===== config.mk =====
export PLATFORM = sky130hd
export DESIGN_NAME = sap_evt_ctrl
export DESIGN_NICKNAME = d
export VERILOG_FILES = /design/src/rtl/sap_evt_pkg.sv /design/src/rtl/sap_evt_side.sv /design/src/rtl/sap_evt_regif.sv /design/src/rtl/sap_evt_ctrl.sv
export SDC_FILE = /design/constraint.sdc
export NUM_CORES = 1
export LEC_CHECK = 0
export ABC_AREA = 0
export BUFFER_PORTS_ARGS = -buffer_cell sky130_fd_sc_hd__buf_4
export CAP_MARGIN = 5
export CORE_UTILIZATION = 43
export DETAILED_ROUTE_END_ITERATION = 10
export HOLD_SLACK_MARGIN = 0.12
export PLACE_DENSITY = 0.88
export SLEW_MARGIN = 30
export SYNTH_ARGS = -nofsm -noshare
export SYNTH_HDL_FRONTEND = slang
export SYNTH_HIERARCHICAL = 1
export SYNTH_SLANG_ARGS = --single-unit

===== constraint.sdc =====
create_clock -name clk_i -period 1.6 [get_ports clk_i]
set_input_delay 0.4 -clock clk_i [delete_from_list [all_inputs] [get_ports clk_i]]
set_output_delay 0.4 -clock clk_i [all_outputs]
set_load 0.05 [all_outputs]

===== src/rtl/sap_evt_pkg.sv =====
`timescale 1ns/1ps
package sap_evt_pkg;
  localparam int unsigned EVT_N    = 7;
  localparam int unsigned STAT_W   = 9;
  localparam int unsigned EN_W     = 8;
  localparam int unsigned WR_W     = 8;   // register bits that writes can reach
  localparam int unsigned DATA_W   = 32;
  localparam int unsigned ADDR_W   = 4;
  localparam int unsigned DIR_N    = 2;
  localparam int unsigned SLOT_BIT = 3;
  localparam int unsigned SUM_BIT  = 8;
  // event order: unf/ovf, sync, ckfail, dperr, last, data, sof
  localparam logic [EVT_N-1:0] ERR_MASK = 7'b000_1111;

  typedef enum logic [1:0] {
    SEL_TX_STAT = 2'd0,
    SEL_TX_EN   = 2'd1,
    SEL_RX_STAT = 2'd2,
    SEL_RX_EN   = 2'd3
  } reg_sel_e;

  function automatic int unsigned stat_pos(int unsigned evt);
    return (evt == 3) ? 7 : evt;
  endfunction

  function automatic int unsigned en_pos(int unsigned evt);
    return (evt == 6) ? 7 : evt;
  endfunction
endpackage


===== src/rtl/sap_evt_side.sv =====
`timescale 1ns/1ps
module sap_evt_side
  import sap_evt_pkg::*;
(
  input  logic              clk_i,
  input  logic              rst_ni,
  input  logic [EVT_N-1:0]  evt_i,
  input  logic              slot_odd_i,
  input  logic              stat_we_i,
  input  logic              en_we_i,
  input  logic [WR_W-1:0]   wdata_i,
  output logic [STAT_W-1:0] stat_o,
  output logic [EN_W-1:0]   en_o,
  output logic              irq_o
);
  logic [EVT_N-1:0] flag_q;
  logic [EVT_N-1:0] en_q;
  logic             slot_q;
  logic             irq_q;

  for (genvar i = 0; i < EVT_N; i++) begin : g_evt
    localparam int unsigned SP = stat_pos(i);
    localparam int unsigned EP = en_pos(i);
    logic clr;
    assign clr = stat_we_i & wdata_i[SP];

    // set wins over clear
    always_ff @(posedge clk_i or negedge rst_ni) begin
      if (!rst_ni) flag_q[i] <= 1'b0;
      else         flag_q[i] <= (flag_q[i] & ~clr) | evt_i[i];
    end

    always_ff @(posedge clk_i or negedge rst_ni) begin
      if (!rst_ni)        en_q[i] <= 1'b0;
      else if (en_we_i)   en_q[i] <= wdata_i[EP];
    end

    assign stat_o[SP] = flag_q[i];
    assign en_o[EP]   = en_q[i];
  end

  always_ff @(posedge clk_i or negedge rst_ni) begin
    if (!rst_ni) begin
      slot_q <= 1'b0;
      irq_q  <= 1'b0;
    end else begin
      slot_q <= slot_odd_i;
      irq_q  <= |(flag_q & en_q);
    end
  end

  assign stat_o[SLOT_BIT] = slot_q;
  assign stat_o[SUM_BIT]  = |(flag_q & ERR_MASK);
  assign en_o[6]          = 1'b0;
  assign irq_o            = irq_q;
endmodule


===== src/rtl/sap_evt_regif.sv =====
`timescale 1ns/1ps
module sap_evt_regif
  import sap_evt_pkg::*;
(
  input  logic                          we_i,
  input  logic [1:0]                    sel_i,
  input  logic [DIR_N-1:0][STAT_W-1:0]  stat_i,
  input  logic [DIR_N-1:0][EN_W-1:0]    en_i,
  output logic [DIR_N-1:0]              stat_we_o,
  output logic [DIR_N-1:0]              en_we_o,
  output logic [DATA_W-1:0]             rdata_o
);
  reg_sel_e sel;
  assign sel = reg_sel_e'(sel_i);

  for (genvar d = 0; d < DIR_N; d++) begin : g_we
    assign stat_we_o[d] = we_i & (sel_i == 2'(2 * d));
    assign en_we_o[d]   = we_i & (sel_i == 2'(2 * d + 1));
  end

  always_comb begin
    unique case (sel)
      SEL_TX_STAT: rdata_o = DATA_W'(stat_i[0]);
      SEL_TX_EN:   rdata_o = DATA_W'(en_i[0]);
      SEL_RX_STAT: rdata_o = DATA_W'(stat_i[1]);
      default:     rdata_o = DATA_W'(en_i[1]);
    endcase
  end
endmodule


===== src/rtl/sap_evt_ctrl.sv =====
`timescale 1ns/1ps
module sap_evt_ctrl
  import sap_evt_pkg::*;
(
  input  logic              clk_i,
  input  logic              rst_ni,
  input  logic [EVT_N-1:0]  tx_evt_i,
  input  logic              tx_slot_odd_i,
  input  logic [EVT_N-1:0]  rx_evt_i,
  input  logic              rx_slot_odd_i,
  input  logic              reg_we_i,
  input  logic [ADDR_W-1:0] reg_addr_i,
  input  logic [DATA_W-1:0] reg_wdata_i,
  output logic [DATA_W-1:0] reg_rdata_o,
  output logic              irq_tx_o,
  output logic              irq_rx_o
);
  logic [DIR_N-1:0][EVT_N-1:0]  evt;
  logic [DIR_N-1:0]             slot;
  logic [DIR_N-1:0][STAT_W-1:0] stat;
  logic [DIR_N-1:0][EN_W-1:0]   en;
  logic [DIR_N-1:0]             stat_we, en_we, irq;
  logic [STAT_W-1:0]            tx_stat, rx_stat;
  logic [EN_W-1:0]              tx_en, rx_en;
  logic                         unused_bits;

  assign evt  = {rx_evt_i, tx_evt_i};
  assign slot = {rx_slot_odd_i, tx_slot_odd_i};
  assign unused_bits = ^{reg_wdata_i[DATA_W-1:WR_W], reg_addr_i[1:0]};

  sap_evt_regif u_regif (
    .we_i      (reg_we_i),
    .sel_i     (reg_addr_i[3:2]),
    .stat_i    (stat),
    .en_i      (en),
    .stat_we_o (stat_we),
    .en_we_o   (en_we),
    .rdata_o   (reg_rdata_o)
  );

  for (genvar d = 0; d < DIR_N; d++) begin : g_dir
    sap_evt_side u_side (
      .clk_i      (clk_i),
      .rst_ni     (rst_ni),
      .evt_i      (evt[d]),
      .slot_odd_i (slot[d]),
      .stat_we_i  (stat_we[d]),
      .en_we_i    (en_we[d]),
      .wdata_i    (reg_wdata_i[WR_W-1:0]),
      .stat_o     (stat[d]),
      .en_o       (en[d]),
      .irq_o      (irq[d])
    );
  end

  assign tx_stat  = stat[0];
  assign rx_stat  = stat[1];
  assign tx_en    = en[0];
  assign rx_en    = en[1];
  assign irq_tx_o = irq[0];
  assign irq_rx_o = irq[1];
endmodule


After elaboration in Yosys (flattened, before gate mapping)
Index checks and enable logic that the tools add are counted.
{"block": "totals", "regBits": 32, "in_bits": 55, "output_inout_bits": 34, "elab_cells": 103}
{"block": "classes", "eq_ne": 3, "muxes": 1, "bitwise_logic": 62, "reduce_logical": 5}
{"operator": "$and A1 B1 Y1", "n": 32}
{"operator": "$pmux W9 S3", "n": 1}
{"operator": "$and A7 B7 Y7", "n": 2}
{"operator": "$not A1 Y1", "n": 14}
{"operator": "$or A1 B1 Y1", "n": 14}
{"operator": "$reduce_or A7 Y1", "n": 2}
{"operator": "$reduce_or A4 Y1", "n": 2}
{"operator": "$eq A2 B2 Y1 const B", "n": 2}
{"operator": "$eq A2 B1 Y1 const B", "n": 1}
{"operator": "$logic_not A2 Y1", "n": 1}

Logic depth before layout (Yosys ltp)
Gate-level depths: netlist of run 1.
{"block": "depth", "depth_word": 6, "depth_mapped": 5}

Hierarchy
Netlist of run 1, hierarchy kept.
{"module": "sap_evt_side", "instances": 2, "cells_each": 46, "area_each_um2": 620.6, "seq_area_each_um2": 400.4}
{"module": "sap_evt_regif", "instances": 1, "cells_each": 41, "area_each_um2": 430.4, "seq_area_each_um2": 0.0}

Worst setup path after synthesis of run 1
OpenSTA, ideal clock, no wires.
{"block": "synth_path", "path_type": "input to output", "start": "in reg_addr_i[3]", "end": "out reg_rdata_o[8]", "arrival_time_ns": 1.328, "required_ns": 1.200, "slack_ns": -0.128, "path_stages": 3, "n_path_buf": 1, "cell_sequence": "buf_2 > mux2i_1 > nor2_1"}
{"block": "synth_via", "elab_chain_cells": 2, "elab_cells_between_ends": 4, "cone_classes": "eq/ne: 2; mux: 1; reduce/logical: 1"}
{"item": "from (decl)", "line": "sap_evt_ctrl.sv:12", "rtl": "input logic [ADDR_W-1:0] reg_addr_i,"}
{"item": "$eq A2 B2 Y1, or another cell as far along", "line": "sap_evt_regif.sv:22", "rtl": "unique case (sel)"}
{"item": "$pmux W9 S3 (*)", "line": "sap_evt_regif.sv:22"}
{"item": "to (decl)", "line": "sap_evt_ctrl.sv:14", "rtl": "output logic [DATA_W-1:0] reg_rdata_o,"}
Mark *: on every way between the ends. The rest lies on a longest branch, timed or not.

Worst setup path after layout of run 1
{"block": "layout_path", "start": "reg g_dir[0].u_side.flag_q[3]", "end": "out reg_rdata_o[8]"}
{"block": "layout_via", "elab_chain_cells": 2}
{"item": "from (decl)", "line": "sap_evt_side.sv:16", "rtl": "logic [EVT_N-1:0] flag_q;"}
{"item": "from (signal, indexed assignment)", "line": "sap_evt_side.sv:30", "rtl": "else flag_q[i] <= (flag_q[i] & ~clr) | evt_i[i];"}
{"item": "$reduce_or A4 Y1", "line": "sap_evt_side.sv:53", "rtl": "assign stat_o[SUM_BIT] = |(flag_q & ERR_MASK);"}
{"item": "net tx_stat[8]", "line": "sap_evt_ctrl.sv:23", "rtl": "logic [STAT_W-1:0] tx_stat, rx_stat;"}
{"item": "$pmux W9 S3", "line": "sap_evt_regif.sv:22"}
The timed path passes the listed nets, and every way through them passes these cells.

==> metrics.yaml, run 1 <==
routing:
  routed_wl_um: 4030
  vias: 1278
  ant_nets: 0
  drc: 0
  drt_first_pass_iters: 4
  drtIter0Drc: 55
  route.detailed.wl_per_inst_um: 16.5
  vias_per_cell: 5.22
worst_setup_path:
  critical_path.max_fanout: 2
  path_class: "flop to output port"
  crit_end: "reg_rdata_o[8]"
  crit_required_ps: 1200
  slowest_delay_ps: 550
  r2r_setup_slack_ps: 360
  path_depth: 4
  cp.buffers_inverters: 1
  ff2ff_path_depth: 5
  cp_data_arrival_time_ps: 1590
  path_cells: "or4_4 -> mux2i_4 -> nor2_2 -> buf_6"
  start_kind: "flop"
  timing.rr.start: "g_dir[1].u_side/stat_o[7]"
  crit_path_end_kind: "output port"
  r2r_end: "g_dir[1].u_side/irq_o"
  cpMaxStageDelayCell: "or4_4"
  crit_family: "simple AND/OR/NAND/NOR gates"
  setup.worst_path.start: "g_dir[0].u_side/stat_o[7]"
timing:
  rsz0062_at_grt: "true"
  holdWs_ps: 215
  skew_ps: 5.16
  finalSetupViolCount: 9
  fmax_mhz: 503
  post-route-worst-setup-slack_ps: -388
  slew_viol_final: 0
  final_hold_viol_count: 0
  fin_crit_ps: 1990
  fin_crit_sh_pct: 124
finish:
  drive_gt1_share_pct: 51.8
  synthToLayoutAreaGrowth_pct: 36.9
  nets: 251
  fin_area_um2: 2290
  mostFrequentLayoutCells: "buf_4 (50), dfrtp_1 (32), conb_1 (25)"
  antenna_cells: 0
  final_common_cell: "buf_4"
  fillers: 282
  final_util_pct: 62.0
run_status:
  violations: "setup timing"
  status: "finished, violations left"
clock_network:
  cts_buffers: 5
  cts_buffer_depth: 2
  cts_root_buf: "clkbuf_8"
  clk_latency_ps: 280
  path_clk_slew_ps: 70
  tritoncts: "built"
  cts.htree.levels: 2
  numClockSinks: 32
global_routing:
  grt_pass1_vias: 1328
  overflow: 0
  grt_max_degree: 33
  grt_first_pass_wirelength_um: 6570
  antenna_found_initial: 0
  globalRouteTotalUtil_pct: 21.9
flow_run:
  drv_cap: 0
pwr:
  irDropWorstVdd_v: 0.000933
  p_leak_nw: 1.00
  powerDensity_nw_per_um2: 1090
logic_synthesis:
  synth_cells: 133
  synth_flop_cell: "dfrtp_1"
  netlist_area_um2: 1670
  seq_area_frac_synth_pct: 47.9
  yosysWarnings: 6
  async_flop_share_pct: 100
  synth_edf_count: 0
  ys_ff_latch: 32
  ys_types: 20
  syn_avg_cell_area_um2: 12.6
place:
  port_buffers: 39
  hpwl_um: 2660
  gp_congestion: 0.767
  place_area_um2: 1990
die:
  std_cell_rows: 22
  die_area_um2: 4140
  io_pins: 89
  dieHeight_um: 64.4
  core_um2: 3690
  start_util_pct: 45.3
  die_w_um: 64.4
hold_path:
  hold_path_class: "input port to flop"
## per-stage QoR
step                      TNS (ps)  power [mW]  setup slack (ps)  instances
after global routing         -2340        2.59              -427        245
final                        -2060        2.50              -388        245
after floorplan                  0        1.41              15.0        155
after global placement       -1430        1.54              -208        226
after CTS                    -2030        2.49              -413        244
after detailed placement     -1470        1.56              -215        226
## layout make-up
type / count / area [um^2] / share of cell area (%)
Clock inverter: 1 / 30.0 / 1.31
Clock buffer: 7 / 96.3 / 4.21
Sequential cell: 32 / 801 / 35.0
Multi-Input combinational cell: 92 / 736 / 32.1
Tap cell: 48 / 60.1 / 2.62
Timing Repair Buffer: 65 / 566 / 24.7
## cell families (layout without fill, tap and decap cells)
group           Yosys count  in the layout  synth area share [%]
flops                    32             32                  47.9
buf+inv                  31             73                  13.7
simple gates             24             24                  6.81
mux                      23             23                  21.5
compound gates           20             20                  9.43
other cells               3             25                 0.674
## power by group
| part | switching, mW | internal (mW) |
|---|---|---|
| combinational | 0.388 | 0.291 |
| sequential | 0.0692 | 0.894 |
| clock | 0.309 | 0.549 |
## worst min-delay path by stage
stage	endpoint	cells past startpoint	start	slack [ps]
after detailed placement	g_dir[0].u_side/en_o[4]	1	rst_ni	360
after global routing	g_dir[1].u_side/slot_q	1	rx_slot_odd_i	200
after global placement	g_dir[0].u_side/en_o[7]	1	rst_ni	360
after floorplan	g_dir[0].u_side/en_o[0]	0	rst_ni	100
after CTS	g_dir[1].u_side/slot_q	1	rx_slot_odd_i	220
final	g_dir[1].u_side/slot_q	1	rx_slot_odd_i	210
## registers in the layout (all words and copies together), names as in the netlist
| register | count |
|---|---|
| g_dir.u_side/slot_q | 2 |
| g_dir.u_side/en_o | 14 |
| g_dir.u_side/irq_o | 2 |
| g_dir.u_side/stat_o | 14 |
## cells in the mapped netlist (3+ instances only)
| library cell | number | area share (%) |
|---|---|---|
| a22oi_1 | 4 | 1.8 |
| buf_4 | 27 | 12 |
| dfrtp_1 | 32 | 48 |
| a21o_1 | 12 | 5.4 |
| buf_2 | 3 | 0.90 |
| nand2_1 | 15 | 3.4 |
| conb_1 | 3 | 0.67 |
| mux4_2 | 5 | 6.7 |
| mux2_2 | 14 | 9.4 |
| mux4_1 | 3 | 4.7 |
## layer usage
| layer | global-route usage (%) | vias up | wire length, um |
|---|---|---|---|
| met1 | 25.4 | 649 | 1460 |
| met2 | 38.9 | 64 | 2170 |
| met5 | 0 | - | 0 |
| met4 | 8.33 | 0 | 116 |
| met3 | 5.18 | 13 | 288 |
| li1 | - | 552 | - |
## timing repair
item                                    in CTS  in global routing
pin swaps                                    2                  0
buffers inserted                            10                  1
endpoints found under the hold margin       32                  0
gates resized for setup                     23                  4
endpoints found under the setup margin       9                  9
hold buffers                                 1                  0
Note: power is estimated with default switching activity, not from simulation.
==> run 2: changes to the inputs <==
--- a/config.mk
+++ b/config.mk
@@ -5,15 +5,14 @@
 export SDC_FILE = /design/constraint.sdc
 export NUM_CORES = 1
 export LEC_CHECK = 0
-export ABC_AREA = 0
+export ABC_AREA = 1
 export BUFFER_PORTS_ARGS = -buffer_cell sky130_fd_sc_hd__buf_4
 export CAP_MARGIN = 5
 export CORE_UTILIZATION = 43
 export DETAILED_ROUTE_END_ITERATION = 10
 export HOLD_SLACK_MARGIN = 0.12
-export PLACE_DENSITY = 0.88
+export PLACE_DENSITY = 0.85
 export SLEW_MARGIN = 30
 export SYNTH_ARGS = -nofsm -noshare
 export SYNTH_HDL_FRONTEND = slang
-export SYNTH_HIERARCHICAL = 1
 export SYNTH_SLANG_ARGS = --single-unit
==> metrics.yaml, run 2 <==
logic_synthesis:
  yosysMostFrequentCell: "nand2_1"
  async_flop_share_pct: 100  # unchanged
  synthDominantCellAreaShare_pct: 41.5  # -6.4 points
  synth.area.top_cells: "dfrtp_1 (42%), nand2_1 (14%), buf_4 (11%)"
  synth_compound_area_share_pct: 6.87  # -2.6 points
  synth_top_family_by_area: "simple AND/OR/NAND/NOR gates"
  synthTopCellsByCount: "nand2_1 (72), dfrtp_1 (32), nand3_1 (29)"
  synth_fa_ha_area_share_pct: 0  # unchanged
  synth_flop_cell: "dfrtp_1"
  post_synth_mux_area_share_pct: 0  # -21 points
  ys_types: 18  # -10%
  synth-xor-area-share_pct: 0  # unchanged
  yosysWarnings: 0  # -6
  netlist_area_um2: 1930  # +15%
  syn_avg_cell_area_um2: 8.25  # -34%
  synth_edf_count: 0  # unchanged
  yosys.area_share.simple_pct: 31.6  # +25 points
  seq_area_frac_synth_pct: 41.5  # -6.4 points
  synth_top_cell_by_area: "dfrtp_1"
  ys_ff_latch: 32  # unchanged
  synth_cells: 234  # +76%
timing:
  final_hold_viol_count: 0  # unchanged
  rsz0062_at_grt: "true"
  fin_crit_sh_pct: 101  # -23 points
  slew_viol_final: 0  # unchanged
  finalSetupViolCount: 1  # -8
  fmax_mhz: 620  # +23%
  post-route-worst-setup-slack_ps: -13.9  # +374 ps
  skew_ps: 10.2  # +5.09 ps
  fin_crit_ps: 1610  # -374 ps
routing:
  drc: 0  # unchanged
  drtIter0Drc: 102  # +85%
  ant_nets: 0  # unchanged
  routed_wl_um: 4420  # +9.6%
  vias: 1693  # +32%
  drt_first_pass_iters: 4  # unchanged
  vias_per_cell: 4.91  # -5.9%
  route.detailed.wl_per_inst_um: 12.8  # -22%
worst_setup_path:
  critical_path.max_fanout: 4  # +2
  cp_data_arrival_time_ps: 1210  # -380 ps
  crit_required_ps: 1200  # about the same
  start_kind: "flop"
  path_class: "flop to output port"
  crit_path_end_kind: "output port"
die:
  dieHeight_um: 69.0  # +7.2%
  start_util_pct: 46.6  # +1.2 points
  core_um2: 4140  # +12%
  die_w_um: 69.0  # +7.2%
  std_cell_rows: 23  # +4.5%
  die_area_um2: 4760  # +15%
  io_pins: 89  # unchanged
place:
  port_buffers: 39  # unchanged
  place_inst: 323  # +43%
  gp_congestion: 0.853  # +11%
  hpwl_um: 3010  # +13%
finish:
  multi_input_area_um2: 831  # +13%
  drive_gt1_share_pct: 32.5  # -19 points
  fillers: 384  # +36%
  finalNonFillerCells: 345  # +41%
  final_common_cell: "nand2_1"
  final_util_pct: 58.8  # -3.2 points
  seq_area_um2: 801  # unchanged
  synthToLayoutAreaGrowth_pct: 26.4
  antenna_cells: 0  # unchanged
  nets: 349  # +39%
  mostFrequentLayoutCells: "nand2_1 (72), buf_4 (56), dfrtp_1 (32)"
clock_network:
  numClockSinks: 32  # unchanged
  tritoncts: "built"
  cts_root_buf: "clkbuf_8"
  cts_buffers: 5  # unchanged
  clk_latency_ps: 290  # about the same
  path_clk_slew_ps: 70  # about the same
  cts.htree.levels: 2  # unchanged
  cts_buffer_depth: 2  # unchanged
run_status:
  violations: "setup timing"
  status: "finished, violations left"
global_routing:
  globalRouteTotalUtil_pct: 21.1  # -0.81 points
  grt_max_degree: 33  # unchanged
  grt_pass1_vias: 1654  # +25%
  grt_first_pass_wirelength_um: 7160  # +9.0%
  antenna_found_initial: 0  # unchanged
  overflow: 0  # unchanged
pwr:
  irDropWorstVdd_v: 0.000457  # -51%
  p_leak_nw: 1.28  # +28%
  powerDensity_nw_per_um2: 952  # -13%
hold_path:
  hold_path_class: "input port to flop"
flow_run:
  drv_cap: 0  # unchanged
-- run 2: repair_timing --
action,CTS,global route
resized for setup,1,7
setup buffers,6,7
hold buffers,1,0
pin swaps,2,7
gates cloned,0,0
endpoints found under the setup margin,8,8
endpoints found under the hold margin,32,0
-- run 2: report_power, final --
part	leakage (nW)	internal, mW	switching, mW
Clock	0.0510	0.343	0.312
Combinational	0.884	0.245	0.470
Sequential	0.344	0.886	0.0643
-- run 2: cell type report --
class	count	area share [%]
clock inverter	2	0.410
sequential	32	32.8
inverter	23	3.95
multi-input combinational	167	34.1
tap	50	2.57
timing repair buffer	65	22.8
clock buffer	6	3.39
-- run 2: routing by layer --
metal / vias up / share of wire (%) / global-route usage, %
met4: 0 / 2.1 / 12.0
met3: 10 / 5.9 / 6.09
li1: 826 / - / -
met1: 794 / 38 / 21.2
met5: - / 0 / 0
met2: 63 / 54 / 38.6
-- run 2: final timing paths --
check | startpoint | endpoint | slack [ps] | cells past startpoint
min in group asynchronous | rst_ni | g_dir[1].u_side.irq_o | 590 | 2
max in group asynchronous | rst_ni | g_dir[0].u_side.stat_o[7] | 710 | 2
worst max-delay path | g_dir[0].u_side.stat_o[2] | reg_rdata_o[2] | -10 | 4
worst max register to register | g_dir[1].u_side.stat_o[1] | g_dir[1].u_side.irq_o | 660 | 4
worst min register to register | g_dir[0].u_side.stat_o[5] | g_dir[0].u_side.stat_o[5] | 520 | 2
worst min-delay path | tx_slot_odd_i | g_dir[0].u_side.slot_q | 210 | 1
-- run 2: cell families (layout without fill, tap and decap cells) --
logic type	Yosys count	in the layout
AOI/OAI and AO/OA	16	16
buffers and inverters	57	96
and+or+nand+nor	128	128
other	1	23
DFF	32	32
-- run 2: worst max-delay path, cell delays in order, from the launching register on --
cell     delay [ps]
dfrtp_1         440
buf_4           150
nand2_1          60
nand4_1         100
buf_6           180
-- run 2: per-stage QoR --
stage               power [mW]  TNS [ps]  setup WS, ps  instance area [um^2]  hold WS (ps)
floorplan                 1.50      -376         -56.9                  2030           104
global placement          1.62      -107         -33.6                  2210           357
detailed placement        1.64      -140         -27.0                  2210           371
CTS                       2.31         0          9.65                  2360           209
global route              2.44      -113         -71.5                  2440           203
finish                    2.32     -13.9         -13.9                  2440           215
